File: src/rtl/unstick_pkg.sv
package unstick_pkg;

    typedef enum logic [3:0] {
        ST_IDLE,
        ST_CLK_HI,
        ST_CLK_LO,
        ST_GAP,
        ST_STOP_A,
        ST_STOP_B,
        ST_STOP_C,
        ST_STOP_D,
        ST_REPORT,
        ST_HOLD
    } unstick_state_e;

    typedef struct packed {
        logic scl;
        logic sda;
    } pin_pair_t;

    // States whose length is set by the phase timer
    function automatic logic is_timed(unstick_state_e s);
        return (s != ST_IDLE) && (s != ST_REPORT) && (s != ST_HOLD);
    endfunction

endpackage

File: src/rtl/unstick_phase_timer.sv
module unstick_phase_timer #(
    parameter int unsigned PHASE_CYC = 1000
) (
    input  logic clk,
    input  logic rst_n,
    input  logic run,
    output logic phase_end
);
    localparam int unsigned CW = (PHASE_CYC > 1) ? $clog2(PHASE_CYC) : 1;
    localparam logic [CW-1:0] LAST = CW'(PHASE_CYC - 1);

    logic [CW-1:0] cnt_q;

    always_ff @(posedge clk or negedge rst_n) begin
        if (!rst_n) begin
            cnt_q <= '0;
        end else if (!run || cnt_q == LAST) begin
            cnt_q <= '0;
        end else begin
            cnt_q <= cnt_q + 1'b1;
        end
    end

    assign phase_end = run && (cnt_q == LAST);

endmodule

File: src/rtl/unstick_bus_watch.sv
module unstick_bus_watch #(
    parameter int unsigned WAIT_CYC = 400000
) (
    input  logic clk,
    input  logic rst_n,
    input  logic armed,
    input  logic sda_in,
    output logic trip
);
    localparam int unsigned WW = $clog2(WAIT_CYC + 1);
    localparam logic [WW-1:0] LAST = WW'(WAIT_CYC - 1);

    logic [WW-1:0] low_cnt_q;
    logic          low_seen;

    assign low_seen = armed && !sda_in;
    assign trip     = low_seen && (low_cnt_q == LAST);

    always_ff @(posedge clk or negedge rst_n) begin
        if (!rst_n) begin
            low_cnt_q <= '0;
        end else if (!low_seen || trip) begin
            low_cnt_q <= '0;
        end else begin
            low_cnt_q <= low_cnt_q + 1'b1;
        end
    end

endmodule

File: src/rtl/unstick_pin_mux.sv
module unstick_pin_mux
    import unstick_pkg::*;
(
    input  logic      seq_own,
    input  pin_pair_t seq_lvl,
    input  logic      sw_ovr,
    input  pin_pair_t sw_lvl,
    input  pin_pair_t eng_lvl,
    output pin_pair_t pins
);
    always_comb begin
        if (seq_own) begin
            pins = seq_lvl;
        end else if (sw_ovr) begin
            pins = sw_lvl;
        end else begin
            pins = eng_lvl;
        end
    end

endmodule

File: src/rtl/unstick_seq.sv
module unstick_seq
    import unstick_pkg::*;
#(
    parameter int unsigned PULSE_COUNT = 9
) (
    input  logic           clk,
    input  logic           rst_n,
    input  logic           launch,
    input  logic           phase_end,
    input  logic           sda_in,
    input  logic           ovr_mode,
    output unstick_state_e state,
    output logic           run_timer,
    output logic           seq_own,
    output pin_pair_t      seq_lvl,
    output logic           busy,
    output logic           done,
    output logic           err
);
    localparam int unsigned PW = $clog2(PULSE_COUNT + 1);
    localparam logic [PW-1:0] LAST_PULSE = PW'(PULSE_COUNT - 1);

    unstick_state_e st_q, st_d;
    logic [PW-1:0]  pulse_q;
    logic           ok_q;

    // State register and its companions
    always_ff @(posedge clk or negedge rst_n) begin
        if (!rst_n) begin
            st_q    <= ST_IDLE;
            pulse_q <= '0;
            ok_q    <= 1'b0;
        end else begin
            st_q <= st_d;
            if (st_q == ST_IDLE || st_q == ST_HOLD) begin
                pulse_q <= '0;
            end else if (st_q == ST_CLK_LO && phase_end) begin
                pulse_q <= pulse_q + 1'b1;
            end
            if (st_q == ST_STOP_D && phase_end) begin
                ok_q <= sda_in;
            end
        end
    end

    // Next state
    always_comb begin
        st_d = st_q;
        unique case (st_q)
            ST_IDLE:   if (launch) st_d = ST_CLK_HI;
            ST_CLK_HI: if (phase_end) st_d = ST_CLK_LO;
            ST_CLK_LO: if (phase_end) st_d = (pulse_q == LAST_PULSE) ? ST_GAP : ST_CLK_HI;
            ST_GAP:    if (phase_end) st_d = ST_STOP_A;
            ST_STOP_A: if (phase_end) st_d = ST_STOP_B;
            ST_STOP_B: if (phase_end) st_d = ST_STOP_C;
            ST_STOP_C: if (phase_end) st_d = ST_STOP_D;
            ST_STOP_D: if (phase_end) st_d = ST_REPORT;
            ST_REPORT: st_d = ST_HOLD;
            ST_HOLD: begin
                if (launch)        st_d = ST_CLK_HI;
                else if (!ovr_mode) st_d = ST_IDLE;
            end
            default:   st_d = ST_IDLE;
        endcase
    end

    // Outputs decoded from the state
    always_comb begin
        seq_lvl   = '{scl: 1'b1, sda: 1'b1};
        seq_own   = 1'b1;
        busy      = 1'b1;
        done      = 1'b0;
        err       = 1'b0;
        run_timer = is_timed(st_q);
        unique case (st_q)
            ST_IDLE: begin
                seq_own = 1'b0;
                busy    = 1'b0;
            end
            ST_CLK_HI: seq_lvl = '{scl: 1'b1, sda: 1'b1};
            ST_CLK_LO: seq_lvl = '{scl: 1'b0, sda: 1'b1};
            ST_GAP:    seq_lvl = '{scl: 1'b0, sda: 1'b1};
            ST_STOP_A: seq_lvl = '{scl: 1'b0, sda: 1'b1};
            ST_STOP_B: seq_lvl = '{scl: 1'b0, sda: 1'b0};
            ST_STOP_C: seq_lvl = '{scl: 1'b1, sda: 1'b0};
            ST_STOP_D: seq_lvl = '{scl: 1'b1, sda: 1'b1};
            ST_REPORT: begin
                done = ok_q;
                err  = !ok_q;
            end
            ST_HOLD:   busy = 1'b0;
            default: begin
                seq_own = 1'b0;
                busy    = 1'b0;
            end
        endcase
    end

    assign state = st_q;

endmodule

File: src/rtl/i2c_bus_unstick.sv
module i2c_bus_unstick
    import unstick_pkg::*;
#(
    parameter int unsigned PHASE_CYC   = 1000,
    parameter int unsigned PULSE_COUNT = 9,
    parameter int unsigned WAIT_CYC    = 400000
) (
    input  logic clk,
    input  logic rst_n,
    input  logic ovr_pin_en,
    input  logic ovr_byte_mode,
    input  logic ovr_scl_lvl,
    input  logic ovr_sda_lvl,
    input  logic eng_scl,
    input  logic eng_sda,
    input  logic sda_in,
    input  logic rec_start,
    input  logic wait_free,
    output logic scl_out,
    output logic sda_out,
    output logic busy,
    output logic done,
    output logic err
);
    unstick_state_e seq_st;
    logic           run_timer;
    logic           phase_end;
    logic           seq_own;
    logic           trip;
    logic           launch;
    logic           ovr_mode;
    pin_pair_t      seq_lvl;
    pin_pair_t      sw_lvl;
    pin_pair_t      eng_lvl;
    pin_pair_t      pins;

    assign ovr_mode = ovr_pin_en && ovr_byte_mode;
    assign launch   = rec_start || trip;
    assign sw_lvl   = '{scl: ovr_scl_lvl, sda: ovr_sda_lvl};
    assign eng_lvl  = '{scl: eng_scl, sda: eng_sda};

    unstick_phase_timer #(.PHASE_CYC(PHASE_CYC)) u_timer (
        .clk       (clk),
        .rst_n     (rst_n),
        .run       (run_timer),
        .phase_end (phase_end)
    );

    unstick_bus_watch #(.WAIT_CYC(WAIT_CYC)) u_watch (
        .clk    (clk),
        .rst_n  (rst_n),
        .armed  (wait_free && !busy),
        .sda_in (sda_in),
        .trip   (trip)
    );

    unstick_seq #(.PULSE_COUNT(PULSE_COUNT)) u_seq (
        .clk       (clk),
        .rst_n     (rst_n),
        .launch    (launch),
        .phase_end (phase_end),
        .sda_in    (sda_in),
        .ovr_mode  (ovr_mode),
        .state     (seq_st),
        .run_timer (run_timer),
        .seq_own   (seq_own),
        .seq_lvl   (seq_lvl),
        .busy      (busy),
        .done      (done),
        .err       (err)
    );

    unstick_pin_mux u_mux (
        .seq_own (seq_own),
        .seq_lvl (seq_lvl),
        .sw_ovr  (ovr_mode),
        .sw_lvl  (sw_lvl),
        .eng_lvl (eng_lvl),
        .pins    (pins)
    );

    assign scl_out = pins.scl;
    assign sda_out = pins.sda;

endmodule

File: config.mk
export PLATFORM = sky130hd
export DESIGN_NAME = i2c_bus_unstick
export DESIGN_NICKNAME = d
export VERILOG_FILES = /design/src/rtl/unstick_pkg.sv /design/src/rtl/unstick_phase_timer.sv /design/src/rtl/unstick_bus_watch.sv /design/src/rtl/unstick_pin_mux.sv /design/src/rtl/unstick_seq.sv /design/src/rtl/i2c_bus_unstick.sv
export SDC_FILE = /design/constraint.sdc
export NUM_CORES = 1
export LEC_CHECK = 0
export BUFFER_PORTS_ARGS = -buffer_cell sky130_fd_sc_hd__buf_2
export CAP_MARGIN = 0
export CORE_MARGIN = 3
export CORE_UTILIZATION = 55
export CTS_CLUSTER_SIZE = 14
export DETAILED_ROUTE_END_ITERATION = 10
export PLACE_DENSITY = 0.74
export SETUP_SLACK_MARGIN = 0.02
export SLEW_MARGIN = 0
export SYNTH_ARGS = -nofsm -noshare
export SYNTH_HDL_FRONTEND = slang
export SYNTH_HIERARCHICAL = 1
export SYNTH_SLANG_ARGS = --single-unit
File: constraint.sdc
create_clock -name clk -period 2.9 [get_ports clk]
set_input_delay 0.145 -clock clk [delete_from_list [all_inputs] [get_ports clk]]
set_output_delay 0.145 -clock clk [all_outputs]
set_load 0.005 [all_outputs]
==> results.cfg <==
[routing]
vias = 1680
first_pass_iters = 4
met1Wirelength_um = 1920
finalWirelength_um = 4140
met3_length_um = 229
vias_per_cell = 5.79
wl_met2_um = 1960
topRoutingLayerUsed = met4
wl_per_cell_um = 14.3
drt.antenna.violating_nets = 0
drc_errors = 0
drt_iter0_drc = 122

[logic_synthesis]
yosysTopAreaCell = dfrtp_1
synth_cells = 229
synthesis.area_sq_um = 2210
ys_types = 50
synthArstFlopShare_pct = 100
yosysWarnings = 6
yosys_most_used_dff = dfrtp_1
synth-seq-cells = 38
synth_top_area_share_pct = 43.0
yosys-top-cells-area = dfrtp_1, xor2_1, nor2_1
synth-edff-count = 0
syn_area_per_cell_sq_um = 9.66
synthTopCellsByCount = dfrtp_1, nor2_1, xor2_1, nand3_1
seq_area_frac_synth_pct = 43.0
synth_fp_nets = 244
yosysMostFrequentCell = dfrtp_1

[setup_path]
crit_type = reg2reg
path_max_fanout = 10
endpoint_kind = flop
arrival_ns = 2.73
r2r_cells = 7
r2r-end = u_seq/ok_q
required_ns = 3.08
reg2reg_slack_ns = 0.35
timing.rr.start = u_seq/state[0]
start_kind = flop
startpoint = u_seq/state[0]

[cells_and_area]
nets = 256
register_area_sq_um = 951
diodes = 0
final_util_pct = 63.5
drive_above_1_share_pct = 15.3
fillCellCount = 312
area_delta_synth_final_pct = 8.20
stdcell_count = 290
multi_input_area_sq_um = 1160

[placed_design]
gp_congestion = 0.865
post-place-ws_ns = 0.359
portBuffers = 15
dp_hpwl_um = 2920
dp_cells = 281

[min_path]
worstHoldStart = sda_in
min_path_cells = 2
hp-class = in2reg
min_to = u_seq/ok_q

[grt]
grt-ovfl-total = 0
antenna_found_initial = 0
grt_start_max_net_pins = 39
grt.total_usage_pct = 19.1
grt_pass1_wl_um = 7420
grt_pass1_vias = 1560

[sta]
setup_viol = 0
relSlewSlack_pct = 44.2
clock_skew_ns = 0.00776
slew_viol_final = 0
tns_ns = 0
fmax_ghz = 0.391
rsz0062_at_grt = false
timing.final.crit_share_pct = 88.1
worstMarginPinSlew_ns = 0.838
hold_viol_final = 0
hold_ws_ns = 0.131
min_period_ns = 2.55
worst_slack_ns = 0.345

[floorplanning]
die_h_um = 69.4
die-area_sq_um = 4820
start_util_pct = 58.7
pin_count = 16
rows = 22
core_sq_um = 3770
dieWidth_um = 69.4

[cts]
clk_latency_ns = 0.29
clock-root-buffer = clkbuf_8
cts_tree = built
cts_max_level = 2
numCtsBuffers = 5
clk_pin_slew_ns = 0.08
cts_buffer_depth = 2
cts_sinks = 38

[job]
maxCapViolations = 0

[power]
p_leak_nw = 1.03
vdd_drop_max_mv = 0.220
power_density_nw_per_um2 = 415

[status]
status = complete, no violations
[worst max-delay path by stage]
stage / end / slack (ns)
2_1_floorplan: u_seq/state[0] / 0.61
3_3_place_gp: u_seq/ok_q / 0.44
3_5_place_dp: u_seq/ok_q / 0.36
4_1_cts: u_seq/ok_q / 0.34
5_1_grt: u_seq/ok_q / 0.14
6_report: u_seq/ok_q / 0.35
[sequential cells by signal, indices dropped and copies added, names as in the netlist]
name	count
u_seq/ok_q	1
u_seq/pulse_q	4
u_seq/state	4
u_timer/cnt_q	10
u_watch/low_cnt_q	19
[kinds of logic (layout without fill, tap and decap cells)]
kind of cell             after synthesis  count (layout)  share of synthesized area [%]
AND/OR/NAND/NOR                      108             108                           28.6
flip-flops                            38              38                           43.0
AO/OA/AOI/OAI                         31              31                           9.16
XOR/XNOR                              25              25                           9.90
buffers and inverters                 18              31                           4.75
multiplexers                           5               5                           2.38
adder cells (fa/ha/maj)                4               4                           2.26
[worst max-delay path, cell delays in order, from the launching register on]
cell and delay [ns]:
dfrtp_1 0.56, inv_1 0.12, o21ai_0 0.36, inv_1 0.23, nor2_2 0.30, nand3_1 0.17, nor3b_1 0.33, mux2_2 0.37
[per-layer routing]
layer	vias up	track usage, %
li1	837	-
met1	798	26.5
met2	41	29.0
met3	4	5.22
met4	0	5.86
met5	-	0
[what timing repair did]
action                                  in CTS  in global routing
endpoints found under the setup margin       0                  2
gates resized for setup                      0                  1
buffers inserted                             0                  0
endpoints found under the hold margin       38                  0
hold buffers                                 1                  0
[power breakdown]
| group | internal (W) | switching (W) | total [W] |
|---|---|---|---|
| clock | 0.000253 | 0.000187 | 0.000440 |
| combinational | 0.00000817 | 0.0000146 | 0.0000227 |
| sequential | 0.000529 | 0 | 0.000529 |
[layout by cell type, fill, tap and decap left out, types with 3 or more instances in the layout]
| master | instances |
|---|---|
| and4_1 | 8 |
| nand3b_1 | 3 |
| clkbuf_8 | 5 |
| nor3_1 | 4 |
| ha_1 | 4 |
| dfrtp_1 | 38 |
| nand4_1 | 8 |
| nand2_1 | 8 |
| nor2_1 | 29 |
| a21oi_1 | 7 |
| and2_1 | 4 |
| nand3_1 | 17 |
| o21ai_0 | 7 |
| buf_2 | 15 |
| and3_1 | 4 |
| mux2i_1 | 3 |
| inv_1 | 6 |
| xnor2_1 | 4 |
| xor2_1 | 21 |
| o31ai_1 | 3 |
[through the flow]
step / cell area, sq um / power (W)
2_1_floorplan: 2210 / 0.000545
3_3_place_gp: 2270 / 0.000563
3_5_place_dp: 2270 / 0.000563
4_1_cts: 2390 / 0.00101
5_1_grt: 2390 / 0.00104
6_report: 2390 / 0.000992
[cell type report]
| cell class | count | area share, % |
|---|---|---|
| clock buffer | 5 | 2.88 |
| clock inverter | 3 | 1.67 |
| sequential | 38 | 39.7 |
| timing repair buffer | 17 | 3.87 |
| tap | 48 | 2.51 |
| inverter | 6 | 0.941 |
| multi-input combinational | 173 | 48.4 |
Note: power is estimated with default switching activity, not from simulation.
